==> config.mk <==
export PLATFORM = sky130hd
export DESIGN_NAME = txw_walker
export DESIGN_NICKNAME = d
export VERILOG_FILES = /design/src/rtl/txw_pkg.sv /design/src/rtl/txw_base_regs.sv /design/src/rtl/txw_pend_ctr.sv /design/src/rtl/txw_seq.sv /design/src/rtl/txw_walker.sv
export SDC_FILE = /design/constraint.sdc
export NUM_CORES = 1
export LEC_CHECK = 0
export BUFFER_PORTS_ARGS = -buffer_cell sky130_fd_sc_hd__buf_2
export CAP_MARGIN = 5
export CORE_MARGIN = 3
export CORE_UTILIZATION = 42
export CTS_CLUSTER_DIAMETER = 200
export CTS_CLUSTER_SIZE = 30
export DETAILED_ROUTE_END_ITERATION = 16
export PLACE_DENSITY = 0.68
export SETUP_SLACK_MARGIN = 0.5
export SLEW_MARGIN = 30
export SYNTH_ARGS = -nofsm -noshare
export SYNTH_HDL_FRONTEND = slang
export SYNTH_SLANG_ARGS = --single-unit
==> constraint.sdc <==
create_clock -name clk -period 17.2 [get_ports clk]
set_clock_uncertainty 0.05 [all_clocks]
set_input_delay 1.72 -clock clk [delete_from_list [all_inputs] [get_ports clk]]
set_output_delay 1.72 -clock clk [all_outputs]
set_load 0.005 [all_outputs]
==> src/rtl/txw_pkg.sv <==
package txw_pkg;

  typedef enum logic [1:0] {
    W_IDLE,
    W_REQ,
    W_WAIT,
    W_OUT
  } walk_st_e;

  // Number of 32-bit words a record of sz bytes occupies (never zero).
  function automatic logic [14:0] words_of(input logic [15:0] sz);
    logic [16:0] t;
    t = {1'b0, sz} + 17'd3;
    return (t[16:2] == 15'd0) ? 15'd1 : t[16:2];
  endfunction

endpackage

==> src/rtl/txw_base_regs.sv <==
module txw_base_regs #(
  parameter int AW = 64
) (
  input  logic          clk,
  input  logic          rst,
  input  logic          lo_we,
  input  logic          hi_we,
  input  logic [31:0]   wdata,
  output logic [AW-1:0] base
);
  localparam int HI_W = AW - 32;

  logic [AW-1:0] base_q;

  always_ff @(posedge clk) begin
    if (rst) begin
      base_q <= '0;
    end else begin
      if (lo_we) base_q[31:0]    <= {wdata[31:2], 2'b00};
      if (hi_we) base_q[AW-1:32] <= wdata[HI_W-1:0];
    end
  end

  assign base = base_q;

  p_base_aligned_r2: assert property (@(posedge clk) disable iff (rst)
    lo_we |=> (base[1:0] == 2'b00));

endmodule

==> src/rtl/txw_pend_ctr.sv <==
module txw_pend_ctr #(
  parameter int W = 8
) (
  input  logic clk,
  input  logic rst,
  input  logic clr,
  input  logic inc,
  input  logic dec,
  output logic nz
);
  localparam logic [W-1:0] CMAX = {W{1'b1}};

  logic [W-1:0] cnt;

  always_ff @(posedge clk) begin
    if (rst || clr) begin
      cnt <= '0;
    end else begin
      unique case ({inc, dec})
        2'b10:   if (cnt != CMAX) cnt <= cnt + 1'b1;
        2'b01:   cnt <= cnt - 1'b1;
        default: cnt <= cnt;
      endcase
    end
  end

  assign nz = (cnt != '0);

  // simultaneous doorbell and frame completion cancel out
  p_net_zero_r8: assert property (@(posedge clk) disable iff (rst || clr)
    (inc && dec) |=> $stable(cnt));

  // a completion is only ever seen while work is counted
  p_dec_live_r8: assert property (@(posedge clk) disable iff (rst || clr)
    dec |-> nz);

endmodule

==> src/rtl/txw_seq.sv <==
module txw_seq
  import txw_pkg::*;
#(
  parameter int          AW        = 64,
  parameter logic [15:0] LINK_TYPE = 16'h1001
) (
  input  logic          clk,
  input  logic          rst,
  input  logic          hold,
  input  logic [AW-1:0] base,
  input  logic          pend_nz,
  output logic          rd_req,
  input  logic          rd_ready,
  output logic [AW-1:0] rd_addr,
  input  logic          rsp_valid,
  input  logic [31:0]   rsp_data,
  output logic          frm_valid,
  input  logic          frm_ready,
  output logic [31:0]   frm_data,
  output logic          frm_first,
  output logic          frm_last,
  output logic          link_evt,
  output logic          frame_done,
  output logic          hdr_fetch
);
  localparam int          HI_W  = AW - 32;
  localparam logic [AW-1:0] STEP = AW'(4);

  walk_st_e      st;
  logic [AW-1:0] addr_q;
  logic [14:0]   widx;
  logic [14:0]   nwords;
  logic          in_link;
  logic [31:0]   link_lo;
  logic [31:0]   dat_q;
  logic          first_q;
  logic          last_q;
  logic          link_q;
  logic [14:0]   hdr_words;

  assign hdr_words = words_of(rsp_data[15:0]);

  always_ff @(posedge clk) begin
    if (rst || hold) begin
      st      <= W_IDLE;
      addr_q  <= base;
      widx    <= '0;
      nwords  <= 15'd1;
      in_link <= 1'b0;
      link_lo <= '0;
      dat_q   <= '0;
      first_q <= 1'b0;
      last_q  <= 1'b0;
      link_q  <= 1'b0;
    end else begin
      link_q <= 1'b0;
      unique case (st)
        W_IDLE: begin
          if (pend_nz) begin
            st      <= W_REQ;
            widx    <= '0;
            in_link <= 1'b0;
          end
        end
        W_REQ: begin
          if (rd_ready) st <= W_WAIT;
        end
        W_WAIT: begin
          if (rsp_valid) begin
            if (in_link) begin
              if (widx == 15'd1) begin
                link_lo <= rsp_data;
                widx    <= 15'd2;
                addr_q  <= addr_q + STEP;
                st      <= W_REQ;
              end else begin
                addr_q  <= {rsp_data[HI_W-1:0], link_lo[31:2], 2'b00};
                link_q  <= 1'b1;
                in_link <= 1'b0;
                st      <= W_IDLE;
              end
            end else if (widx == '0 && rsp_data[31:16] == LINK_TYPE) begin
              in_link <= 1'b1;
              widx    <= 15'd1;
              addr_q  <= addr_q + STEP;
              st      <= W_REQ;
            end else begin
              dat_q   <= rsp_data;
              first_q <= (widx == '0);
              if (widx == '0) begin
                nwords <= hdr_words;
                last_q <= (hdr_words == 15'd1);
              end else begin
                last_q <= (widx + 15'd1 == nwords);
              end
              st <= W_OUT;
            end
          end
        end
        W_OUT: begin
          if (frm_ready) begin
            addr_q <= addr_q + STEP;
            if (last_q) begin
              st <= W_IDLE;
            end else begin
              widx <= widx + 15'd1;
              st   <= W_REQ;
            end
          end
        end
        default: st <= W_IDLE;
      endcase
    end
  end

  assign rd_req     = (st == W_REQ);
  assign rd_addr    = addr_q;
  assign frm_valid  = (st == W_OUT);
  assign frm_data   = dat_q;
  assign frm_first  = first_q;
  assign frm_last   = last_q;
  assign link_evt   = link_q;
  assign frame_done = (st == W_OUT) && frm_ready && last_q;
  assign hdr_fetch  = (st == W_REQ) && (widx == '0) && !in_link;

  // a single read in flight
  p_one_out_r11: assert property (@(posedge clk) disable iff (rst || hold)
    (rd_req && rd_ready) |=> !rd_req);

  // output word held under back-pressure, no new read meanwhile
  p_stall_r9: assert property (@(posedge clk) disable iff (rst || hold)
    (frm_valid && !frm_ready) |=> (frm_valid && !rd_req && $stable(frm_data)
                                   && $stable(frm_last) && $stable(frm_first)));

  // hold quiets both ports within one cycle
  p_abort_r10: assert property (@(posedge clk) disable iff (rst)
    hold |=> (!frm_valid && !rd_req));

  // link event is a single-cycle pulse
  p_link_pulse_r6: assert property (@(posedge clk) disable iff (rst || hold)
    link_evt |=> !link_evt);

  // a link is never accompanied by a frame word on the output
  p_link_quiet_r6: assert property (@(posedge clk) disable iff (rst || hold)
    link_evt |-> !frm_valid);

endmodule

==> src/rtl/txw_walker.sv <==
module txw_walker #(
  parameter int          AW        = 64,
  parameter int          PEND_W    = 8,
  parameter logic [15:0] LINK_TYPE = 16'h1001
) (
  input  logic          clk,
  input  logic          rst,
  input  logic          hold,
  input  logic          base_lo_we,
  input  logic          base_hi_we,
  input  logic [31:0]   cfg_wdata,
  input  logic          doorbell,
  output logic          rd_req,
  input  logic          rd_ready,
  output logic [AW-1:0] rd_addr,
  input  logic          rsp_valid,
  input  logic [31:0]   rsp_data,
  output logic          frm_valid,
  input  logic          frm_ready,
  output logic [31:0]   frm_data,
  output logic          frm_first,
  output logic          frm_last,
  output logic          link_evt
);
  logic [AW-1:0] base;
  logic          pend_nz;
  logic          frame_done;
  logic          hdr_fetch;

  txw_base_regs #(.AW(AW)) u_base (
    .clk   (clk),
    .rst   (rst),
    .lo_we (base_lo_we),
    .hi_we (base_hi_we),
    .wdata (cfg_wdata),
    .base  (base)
  );

  txw_pend_ctr #(.W(PEND_W)) u_pend (
    .clk (clk),
    .rst (rst),
    .clr (hold),
    .inc (doorbell),
    .dec (frame_done),
    .nz  (pend_nz)
  );

  txw_seq #(.AW(AW), .LINK_TYPE(LINK_TYPE)) u_seq (
    .clk        (clk),
    .rst        (rst),
    .hold       (hold),
    .base       (base),
    .pend_nz    (pend_nz),
    .rd_req     (rd_req),
    .rd_ready   (rd_ready),
    .rd_addr    (rd_addr),
    .rsp_valid  (rsp_valid),
    .rsp_data   (rsp_data),
    .frm_valid  (frm_valid),
    .frm_ready  (frm_ready),
    .frm_data   (frm_data),
    .frm_first  (frm_first),
    .frm_last   (frm_last),
    .link_evt   (link_evt),
    .frame_done (frame_done),
    .hdr_fetch  (hdr_fetch)
  );

  // a record header is only fetched while frames are waiting
  p_hdr_work_r3: assert property (@(posedge clk) disable iff (rst || hold)
    (rd_req && hdr_fetch) |-> pend_nz);

  // quiet ports straight out of reset
  p_reset_quiet_r1: assert property (@(posedge clk)
    $past(rst) |-> (!rd_req && !frm_valid && !link_evt));

endmodule

==> results of run 1 <==
## flip-flops by register name (all words and copies together), names as in the netlist
| register | count |
|---|---|
| u_seq.rd_addr | 64 |
| u_base.base | 62 |
| u_seq.frm_data | 32 |
| u_seq.link_lo | 30 |
| u_seq.nwords | 15 |
| u_seq.widx | 15 |
| u_pend.cnt | 8 |
| u_seq.st | 2 |
| u_seq.frm_first | 1 |
| u_seq.frm_last | 1 |
| u_seq.in_link | 1 |
| u_seq.link_evt | 1 |
## stage by stage
stage	hold WS, ns	utilization	instances
3_5_place_dp	0.391	0.468	1886
2_1_floorplan	0.377	-	1421
3_3_place_gp	0.385	0.468	1886
4_1_cts	0.407	0.479	1903
6_report	0.404	0.480	1904
5_1_grt	0.426	0.480	1904
## power by group through the flow
stage	sequential, W	clock [W]	combinational, W
floorplan	0.000624	0	0.0000686
global placement	0.000630	0	0.000116
detailed placement	0.000630	0	0.000118
CTS	0.000618	0.000307	0.000119
global route	0.000623	0.000321	0.000131
finish	0.000619	0.000299	0.000119
## tightest hold or removal path, delay by kind of cell (launching register included)
kind / cells / cell delay, ns
compound gates: 1 / 0.05
simple gates: 1 / 0.05
flops: 1 / 0.32
## worst paths after layout
path / from / end / depth (start not counted) / slack (ns)
worst max-delay path: rst / u_seq.widx[4]$_SDFFE_PP0P_ / 8 / 12.70
worst min-delay path: u_seq.link_lo[14]$_SDFFE_PP0P_ / u_seq.link_lo[14]$_SDFFE_PP0P_ / 2 / 0.40
worst max register to register: u_seq.st[0]$_SDFFE_PP0P_ / u_pend.cnt[6]$_SDFFE_PP0P_ / 10 / 13.51
worst min register to register: u_seq.link_lo[14]$_SDFFE_PP0P_ / u_seq.link_lo[14]$_SDFFE_PP0P_ / 2 / 0.40
## synth_stat cells, types with 3 or more instances
| master | n |
|---|---|
| sky130_fd_sc_hd__clkbuf_1 | 65 |
| sky130_fd_sc_hd__and3_1 | 23 |
| sky130_fd_sc_hd__o41ai_1 | 3 |
| sky130_fd_sc_hd__a31o_2 | 3 |
| sky130_fd_sc_hd__inv_1 | 32 |
| sky130_fd_sc_hd__a31oi_1 | 5 |
| sky130_fd_sc_hd__xnor2_1 | 47 |
| sky130_fd_sc_hd__mux2i_1 | 74 |
| sky130_fd_sc_hd__buf_2 | 24 |
| sky130_fd_sc_hd__nor4_4 | 3 |
| sky130_fd_sc_hd__nor4_1 | 23 |
| sky130_fd_sc_hd__nor2b_1 | 3 |
| sky130_fd_sc_hd__nor2_1 | 150 |
| sky130_fd_sc_hd__buf_1 | 8 |
| sky130_fd_sc_hd__a21o_1 | 9 |
| sky130_fd_sc_hd__a32o_1 | 8 |
| sky130_fd_sc_hd__nor4_2 | 3 |
| sky130_fd_sc_hd__xor2_1 | 19 |
| sky130_fd_sc_hd__o21ai_0 | 59 |
| sky130_fd_sc_hd__o211ai_1 | 14 |
| sky130_fd_sc_hd__or3_1 | 15 |
| sky130_fd_sc_hd__ha_1 | 10 |
| sky130_fd_sc_hd__and2_1 | 3 |
| sky130_fd_sc_hd__dfxtp_1 | 168 |
| sky130_fd_sc_hd__o31a_1 | 10 |
| sky130_fd_sc_hd__nand3_1 | 64 |
| sky130_fd_sc_hd__and4_1 | 5 |
| sky130_fd_sc_hd__a211oi_1 | 16 |
| sky130_fd_sc_hd__a311oi_1 | 10 |
| sky130_fd_sc_hd__nand2_1 | 231 |
| sky130_fd_sc_hd__o21ai_1 | 5 |
| sky130_fd_sc_hd__o31ai_1 | 14 |
| sky130_fd_sc_hd__nor3_1 | 47 |
| sky130_fd_sc_hd__edfxtp_1 | 64 |
| sky130_fd_sc_hd__o211a_1 | 3 |
| sky130_fd_sc_hd__nor3b_1 | 5 |
| sky130_fd_sc_hd__or4_1 | 4 |
| sky130_fd_sc_hd__nand4_1 | 33 |
| sky130_fd_sc_hd__a21oi_1 | 93 |
## cell families after synthesis
logic type,after synthesis
AOI/OAI and AO/OA,271
xor gates and xnor gates,66
adders and majority gates,11
buffers and inverters,134
DFF,232
muxes,76
and+or+nand+nor,631
## final cells by class
cell class,count,area [sq um],share of cell area
Multi-Input combinational cell,1055,6280,0.466
Sequential cell,232,5290,0.392
Timing Repair Buffer,189,1000,0.0745
Tap cell,378,473,0.0351
Clock buffer,16,294,0.0218
Inverter,33,124,0.00920
Clock inverter,1,8.76,0.000650
## routing by layer
metal / wire [um] / global-route usage / up-vias
met5: 0 / 0 / -
li1: - / - / 5268
met3: 2690 / 0.0281 / 62
met2: 16200 / 0.361 / 432
met1: 16200 / 0.328 / 5199
met4: 972 / 0.0574 / 0
==> flow_metrics.py, run 1 <==
metrics = {
    "clocking": {
        "cts_resized": 0,
        "root_cell_of_the_clock_tree": "sky130_fd_sc_hd__clkbuf_16",
        "worst_setup_hold_path_clk_slew_ns": 0.11,
        "cts_tree": "done",
        "worst_skew_pair.late_latency_ns": 0.48,
        "clock_tree.buffer_depth": 3,
        "deepest_level_of_the_cts_h_tree": 1,
        "sinks_on_the_clock_net": 232,
        "cts_hold_buf": 0,
        "cts_made_buffers": 11,
        "cts_setup_buffers": 0,
    },
    "power_and_ir_drop": {
        "p_switching_w": 0.000277,
        "seq_power_share": 0.597,
        "clock_power_share": 0.288,
        "leak_pwr_nw": 5.07,
        "power_density_nw_per_um2": 77.0,
        "combinationalPowerShare": 0.114,
        "max-vdd-ir-drop_mv": 0.0496,
        "switching_share": 0.267,
        "total_power_w": 0.00104,
        "cellInternalPower_w": 0.000760,
    },
    "layout": {
        "final_common_cell": "sky130_fd_sc_hd__nand2_1",
        "number_of_nets_in_the_layout": 1606,
        "fillers": 2790,
        "layout.cells.most_common_list": "231 x sky130_fd_sc_hd__nand2_1, 171 x sky130_fd_sc_hd__buf_2, 168 x sky130_fd_sc_hd__dfxtp_1",
        "num_antenna_cells": 0,
        "area_growth_pct": 11.6,
        "post_route_cells_drive_above_1_share": 0.153,
        "finalInstanceArea_sq_um": 13500,
    },
    "placement": {
        "placement.setup.worst_slack_ns": 12.06,
        "place.gp.congestion": 0.892,
        "total_cell_area_at_the_placement_stage_sq_um": 13100,
        "placement.io_buffers": 173,
        "dp.final_hpwl_um": 24900,
    },
    "timing": {
        "final.min_clock_period_ns": 4.50,
        "finalMaxSlewViolations": 0,
        "slew_headroom": 0.385,
        "worst-slew-pin-transition_ns": 0.922,
        "max_clock_freq_ghz": 0.222,
        "hold_viol": 0,
        "totalNegativeSetupSlack_ns": 0,
        "final_min_period_over_clock_period": 0.262,
        "setup_viol_count_final": 0,
        "worst_slack_ns": 12.70,
        "rsz_0062_raised_after_global_routing": "false",
    },
    "critical_path": {
        "timing.critical_path.fanout_max": 64,
        "timing.critical_path.slowest_cell_delay_ns": 0.62,
        "crit_path_end_kind": "flop",
        "crit_family": "buffers and inverters",
        "crit_top_cell": "sky130_fd_sc_hd__buf_4",
        "type_of_origin_of_the_critical_path": "input port",
        "crit_buf_inv": 5,
        "critPathRequiredTime_ns": 17.53,
        "criticalPathCategory": "input port to flop",
        "path_cells": "buf_2, buf_4, or2_4, buf_4, buf_4, buf_12, nor3_1, a32o_1",
        "crit_slowest_cell": "sky130_fd_sc_hd__or2_4",
        "critPathArrivalTime_ns": 4.83,
    },
    "synth": {
        "netlist_top_cells_area": "sky130_fd_sc_hd__dfxtp_1 28%, sky130_fd_sc_hd__edfxtp_1 16%, sky130_fd_sc_hd__nand2_1 7.2%, sky130_fd_sc_hd__mux2i_1 6.1%, sky130_fd_sc_hd__nor2_1 4.7%",
        "yosys-mux-area-fraction": 0.0632,
        "post_synth_xor_area_fraction": 0.0479,
        "yosysWarnings": 0,
        "synth.largest_area_cell": "sky130_fd_sc_hd__dfxtp_1",
        "ys_types": 74,
        "ys_ff_latch": 232,
        "syn_avg_cell_area_sq_um": 8.49,
        "seq_area_frac_synth": 0.438,
        "synth-compound-area-share": 0.143,
        "ys.flop_type": "sky130_fd_sc_hd__dfxtp_1",
        "synth_top_family_by_area": "simple AND/OR/NAND/NOR gates",
        "syn_area_sq_um": 12100,
        "postSynth.asyncResetShare": 0,
        "portion_of_synthesized_cell_area_occupied_by_the_leading_cell_type": 0.279,
        "synth_adder_area_share": 0.0120,
        "synth_enable_flop_cells": 64,
        "synth-simple-area-share": 0.250,
        "syn-instance-count": 1421,
        "synth.net_count": 1505,
    },
    "global_routing": {
        "number_of_global_route_vias_before_repair": 10203,
        "grt_max_degree": 94,
        "antenna_violations_before_repair": 0,
        "overflow": 0,
        "grt_first_pass_wirelength_um": 56700,
        "grt_util_all_layers": 0.227,
    },
    "drt": {
        "vias_per_inst": 5.76,
        "route.vias.total": 10961,
        "post-route-drc-count": 0,
        "post_drt_wl_per_cell_um": 18.9,
        "drt_iter0_markers": 970,
        "first_pass_iters": 6,
        "routed_wirelength_um": 36100,
        "ant_nets": 0,
    },
    "floorplanning": {
        "core_area_sq_um": 28100,
        "std_cell_rows": 61,
        "initial_util": 0.430,
        "die-height_um": 176,
        "dieWidth_um": 176,
        "dieArea_sq_um": 30800,
        "pin_count": 174,
    },
    "hold_path": {
        "hold_path_class": "flop to flop",
    },
    "job": {
        "max_cap_viol_count": 0,
    },
    "status": {
        "result_of_the_run": "finished clean",
    },
}
Note: power is estimated with default switching activity, not from simulation.
==> run 2: changes to the inputs <==
--- a/config.mk
+++ b/config.mk
@@ -12,7 +12,7 @@
 export CTS_CLUSTER_DIAMETER = 200
 export CTS_CLUSTER_SIZE = 30
 export DETAILED_ROUTE_END_ITERATION = 16
-export PLACE_DENSITY = 0.68
+export PLACE_DENSITY = 0.7
 export SETUP_SLACK_MARGIN = 0.5
 export SLEW_MARGIN = 30
 export SYNTH_ARGS = -nofsm -noshare
==> constraint.sdc (replaced) <==
create_clock -name clk -period 3.81 [get_ports clk]
set_clock_uncertainty 0.05 [all_clocks]
set_input_delay 0.381 -clock clk [delete_from_list [all_inputs] [get_ports clk]]
set_output_delay 0.381 -clock clk [all_outputs]
set_load 0.005 [all_outputs]
==> run 2 against run 1 <==
Against the previous run:
- power grew to 4.5 times the previous value
- hold slack worse by 0.31 ns
- die area unchanged
- critical path type is now flop to flop
- count of clock-buffer cells in the layout fell by 1
- core utilization is 0.33 points higher
==> flow_metrics.py, run 2 (same netlist as run 1, synthesis figures left out) <==
metrics = {
    "drt": {
        "post-route-drc-count": 0,
        "ant_nets": 0,
        "route.vias.total": 10987,
        "post_drt_wl_per_cell_um": 18.8,
        "drt_iter0_markers": 1058,
        "first_pass_iters": 5,
        "vias_per_inst": 5.75,
        "routed_wirelength_um": 35900,
    },
    "clocking": {
        "worst_setup_hold_path_clk_slew_ns": 0.12,
        "root_cell_of_the_clock_tree": "sky130_fd_sc_hd__clkbuf_16",
        "cts_made_buffers": 11,
        "worst_skew_pair.late_latency_ns": 0.48,
        "clock_tree.buffer_depth": 3,
        "cts_setup_buffers": 0,
        "cts_hold_buf": 0,
        "deepest_level_of_the_cts_h_tree": 1,
        "sinks_on_the_clock_net": 232,
        "cts_tree": "done",
        "cts_resized": 0,
    },
    "floorplanning": {
        "pin_count": 174,
        "die-height_um": 176,
        "initial_util": 0.430,
        "dieWidth_um": 176,
        "dieArea_sq_um": 30800,
        "std_cell_rows": 61,
        "core_area_sq_um": 28100,
    },
    "critical_path": {
        "criticalPathCategory": "flop to flop",
        "timing.critical_path.fanout_max": 14,
        "critPathRequiredTime_ns": 4.15,
        "path_cells": "nand2_1, or3_1, inv_1, ha_1, a21oi_1, o211ai_1, o41ai_1, xnor2_1, a21oi_1, a31o_2",
        "timing.critical_path.slowest_cell_delay_ns": 0.66,
        "crit_top_cell": "sky130_fd_sc_hd__a21oi_1",
        "crit_family": "compound AO/OA/AOI/OAI gates",
        "critPathArrivalTime_ns": 3.50,
        "crit_buf_inv": 1,
        "crit_slowest_cell": "sky130_fd_sc_hd__dfxtp_1",
        "type_of_origin_of_the_critical_path": "flop",
        "crit_path_end_kind": "flop",
    },
    "timing": {
        "timing.hold.ws_ns": 0.0947,
        "max_clock_freq_ghz": 0.316,
        "final.min_clock_period_ns": 3.16,
        "final_min_period_over_clock_period": 0.829,
        "hold_viol": 0,
        "slew_headroom": 0.410,
        "rsz_0062_raised_after_global_routing": "false",
        "setup_viol_count_final": 0,
        "finalMaxSlewViolations": 0,
        "worst-slew-pin-transition_ns": 0.883,
        "totalNegativeSetupSlack_ns": 0,
    },
    "layout": {
        "layout.cells.most_common_list": "231 x sky130_fd_sc_hd__nand2_1, 171 x sky130_fd_sc_hd__buf_2, 168 x sky130_fd_sc_hd__dfxtp_1",
        "final_common_cell": "sky130_fd_sc_hd__nand2_1",
        "finalInstanceArea_sq_um": 13600,
        "post_route_cells_drive_above_1_share": 0.158,
        "number_of_nets_in_the_layout": 1613,
        "regArea_sq_um": 5290,
        "largest_reg_flops": 64,
        "num_antenna_cells": 0,
        "fillers": 2791,
        "multi_input_area_sq_um": 6290,
        "area_growth_pct": 12.4,
    },
    "status": {
        "result_of_the_run": "finished clean",
    },
    "placement": {
        "dp.final_hpwl_um": 25300,
        "placement.io_buffers": 173,
        "place.gp.congestion": 0.910,
        "total_cell_area_at_the_placement_stage_sq_um": 13300,
    },
    "job": {
        "max_cap_viol_count": 0,
    },
    "power_and_ir_drop": {
        "max-vdd-ir-drop_mv": 0.251,
        "power_density_nw_per_um2": 345,
        "leak_pwr_nw": 5.12,
    },
    "hold_path": {
        "hold_path_class": "input port to flop",
    },
    "global_routing": {
        "grt_first_pass_wirelength_um": 56000,
        "antenna_violations_before_repair": 0,
        "overflow": 0,
        "number_of_global_route_vias_before_repair": 10196,
        "grt_max_degree": 65,
        "grt_util_all_layers": 0.224,
    },
}
-- run 2: worst paths after layout --
path | start | to | slack [ns] | cells past startpoint
setup reg to reg | u_seq.st[0]$_SDFFE_PP0P_ | u_pend.cnt[7]$_SDFFE_PP0P_ | 0.65 | 10
setup / recovery | u_seq.st[0]$_SDFFE_PP0P_ | u_pend.cnt[7]$_SDFFE_PP0P_ | 0.65 | 10
hold reg to reg | u_seq.link_lo[23]$_SDFFE_PP0P_ | u_seq.link_lo[23]$_SDFFE_PP0P_ | 0.41 | 2
hold / removal | cfg_wdata[17] | u_base.base[49]$_SDFFE_PP0P_ | 0.09 | 3
-- run 2: area by class of cell --
cell class,instances,share of cell area
multi-input combinational,1055,0.464
sequential,232,0.390
timing repair buffer,196,0.0806
tap,378,0.0349
clock buffer,15,0.0214
inverter,33,0.00913
clock inverter,1,0.000646
-- run 2: metrics by stage --
step	util	std cells	power [W]	worst slack, ns
2_1_floorplan	-	1421	0.00312	0.501
3_3_place_gp	0.472	1894	0.00337	0.846
3_5_place_dp	0.472	1894	0.00338	0.778
4_1_cts	0.483	1910	0.00470	0.739
5_1_grt	0.483	1910	0.00485	0.526
6_report	0.483	1910	0.00468	0.650
-- run 2: per-layer routing --
layer | GRT usage | share of wire | vias to the layer above
met1 | 0.309 | 0.44 | 5222
li1 | - | - | 5266
met3 | 0.0367 | 0.080 | 50
met2 | 0.371 | 0.46 | 449
met4 | 0.0525 | 0.023 | 0
met5 | 0 | 0 | -
-- run 2: where the power goes --
| part | switching, W | leakage [nW] | total (W) | internal [W] |
|---|---|---|---|---|
| Combinational | 0.000321 | 2.91 | 0.000542 | 0.000221 |
| Clock | 0.000795 | 0.145 | 0.00134 | 0.000549 |
| Sequential | 0.000132 | 2.06 | 0.00279 | 0.00266 |
-- run 2: tightest hold or removal path, stage by stage --
cell and delay [ns]:
sky130_fd_sc_hd__buf_2 0.09, sky130_fd_sc_hd__mux2i_1 0.06, sky130_fd_sc_hd__nor2_1 0.07
==> run 3: changes to the inputs <==
==> constraint.sdc (replaced) <==
create_clock -name clk -period 2.6 [get_ports clk]
set_clock_uncertainty 0.05 [all_clocks]
set_input_delay 0.26 -clock clk [delete_from_list [all_inputs] [get_ports clk]]
set_output_delay 0.26 -clock clk [all_outputs]
set_load 0.005 [all_outputs]
==> run 3 against run 2 <==
Against the previous run:
- combinational power rose by 150%
- critical endpoint is now u_seq.rd_addr[49]$_DFFE_PP_
- first-iteration DRC count rose by 77%
- die area did not move
- maximum frequency rose by 23%
- final cell count rose by 14%
- hold slack got worse by 0.081 ns
- critical path depth did not move
- non-clock buffer count rose by 274
- sequential power rose by 46%
==> flow_metrics.py, run 3 (same netlist as run 1, synthesis figures left out) <==
metrics = {
    "clocking": {
        "cts_made_buffers": 11,
        "worst_setup_hold_path_clk_slew_ns": 0.13,
        "deepest_level_of_the_cts_h_tree": 1,
        "sinks_on_the_clock_net": 232,
        "clock_tree.buffer_depth": 3,
        "worst_skew_pair.late_latency_ns": 0.50,
        "root_cell_of_the_clock_tree": "sky130_fd_sc_hd__clkbuf_16",
        "cts_tree": "done",
    },
    "placement": {
        "placement.io_buffers": 173,
        "place.gp.congestion": 0.933,
        "dp.final_hpwl_um": 26800,
        "dp_cells": 1936,
        "total_cell_area_at_the_placement_stage_sq_um": 13700,
    },
    "critical_path": {
        "type_of_origin_of_the_critical_path": "flop",
        "crit_path_end_kind": "flop",
        "criticalPathCategory": "flop to flop",
        "critPathRequiredTime_ns": 2.84,
        "critPathArrivalTime_ns": 2.81,
        "timing.critical_path.fanout_max": 6,
    },
    "timing": {
        "max_clock_freq_ghz": 0.388,
        "final.min_clock_period_ns": 2.57,
        "slew_headroom": 0.410,
        "rsz_0062_raised_after_global_routing": "true",
        "final_min_period_over_clock_period": 0.990,
        "hold_viol": 0,
        "setup_viol_count_final": 0,
        "worst-slew-pin-transition_ns": 0.885,
        "finalMaxSlewViolations": 0,
        "totalNegativeSetupSlack_ns": 0,
    },
    "floorplanning": {
        "std_cell_rows": 61,
        "initial_util": 0.430,
        "dieWidth_um": 176,
        "dieArea_sq_um": 30800,
        "core_area_sq_um": 28100,
        "pin_count": 174,
        "die-height_um": 176,
    },
    "drt": {
        "routed_wirelength_um": 53800,
        "first_pass_iters": 9,
        "post-route-drc-count": 0,
        "vias_per_inst": 6.33,
        "post_drt_wl_per_cell_um": 24.6,
        "route.vias.total": 13832,
        "ant_nets": 0,
        "drt_iter0_markers": 1874,
    },
    "layout": {
        "instances_no_fill": 2186,
        "final_core_util": 0.674,
        "finalInstanceArea_sq_um": 18900,
        "area_growth_pct": 56.9,
        "largest_reg_flops": 64,
        "post_route_cells_drive_above_1_share": 0.456,
        "layout.cells.most_common_list": "173 x sky130_fd_sc_hd__buf_2, 160 x sky130_fd_sc_hd__nand2_1, 151 x sky130_fd_sc_hd__dfxtp_1",
        "number_of_nets_in_the_layout": 1888,
        "num_antenna_cells": 0,
        "final_common_cell": "sky130_fd_sc_hd__buf_2",
    },
    "global_routing": {
        "grt_first_pass_wirelength_um": 70700,
        "grt_util_all_layers": 0.287,
        "antenna_violations_before_repair": 0,
        "number_of_global_route_vias_before_repair": 12587,
        "overflow": 0,
        "grt_max_degree": 61,
    },
    "power_and_ir_drop": {
        "power_density_nw_per_um2": 393,
        "leak_pwr_nw": 7.41,
        "max-vdd-ir-drop_mv": 0.358,
    },
    "status": {
        "result_of_the_run": "finished clean",
    },
    "hold_path": {
        "hold_path_class": "input port to flop",
    },
    "job": {
        "max_cap_viol_count": 0,
    },
}
[run 3: cell type report]
class	instances	area, sq um
Clock buffer	16	294
Inverter	33	134
Fill cell	1947	9150
Multi-Input combinational cell	1056	8360
Timing Repair Buffer	470	4340
Tap cell	378	473
Clock inverter	1	8.76
Sequential cell	232	5330
[run 3: final timing paths]
kind	cells after the start	endpoint	slack, ns	startpoint
setup / recovery	10	u_seq.rd_addr[49]$_DFFE_PP_	0.03	u_seq.rd_addr[23]$_DFFE_PP_
hold / removal	3	u_base.base[13]$_SDFFE_PP0P_	0.01	cfg_wdata[13]
setup reg to reg	10	u_seq.rd_addr[49]$_DFFE_PP_	0.03	u_seq.rd_addr[23]$_DFFE_PP_
hold reg to reg	2	u_seq.frm_data[23]$_SDFFE_PP0P_	0.42	u_seq.frm_data[23]$_SDFFE_PP0P_
[run 3: report_power, final]
part           internal, W  switching (W)
clock             0.000811        0.00124
sequential         0.00389       0.000170
combinational     0.000592       0.000740
total              0.00529        0.00215
[run 3: critical path, stage by stage (launching register included)]
cell and delay (ns):
sky130_fd_sc_hd__edfxtp_1 0.39, sky130_fd_sc_hd__nand4_1 0.26, sky130_fd_sc_hd__nor3_2 0.35, sky130_fd_sc_hd__nand4_1 0.17, sky130_fd_sc_hd__buf_4 0.19, sky130_fd_sc_hd__buf_12 0.14
sky130_fd_sc_hd__buf_12 0.12, sky130_fd_sc_hd__buf_4 0.14, sky130_fd_sc_hd__nor4_4 0.14, sky130_fd_sc_hd__nor3_2 0.08, sky130_fd_sc_hd__o31ai_1 0.31
[run 3: repair_timing]
item / in CTS / in global routing
setup endpoints to repair: 193 / 227
gates resized for setup: 240 / 382
setup buffers: 118 / 58
gates cloned: 22 / 7
hold endpoints to repair: 48 / 0
hold buffers: 28 / 0
pin swaps: 104 / 206
[run 3: stage by stage]
step	hold WS, ns	setup WS (ns)	power, W
2_1_floorplan	0.346	-0.633	0.00458
3_3_place_gp	0.385	0.0973	0.00500
3_5_place_dp	0.391	0.0548	0.00503
4_1_cts	0.00136	0.228	0.00720
5_1_grt	0.0233	-0.0305	0.00761
6_report	0.0138	0.0257	0.00744
[run 3: metal layers]
| layer | global-route usage | share of wire | up-vias |
|---|---|---|---|
| met2 | 0.467 | 0.46 | 1073 |
| met3 | 0.0569 | 0.11 | 309 |
| met4 | 0.116 | 0.073 | 0 |
| met5 | 0 | 0 | - |
| met1 | 0.374 | 0.36 | 6602 |
| li1 | - | - | 5848 |
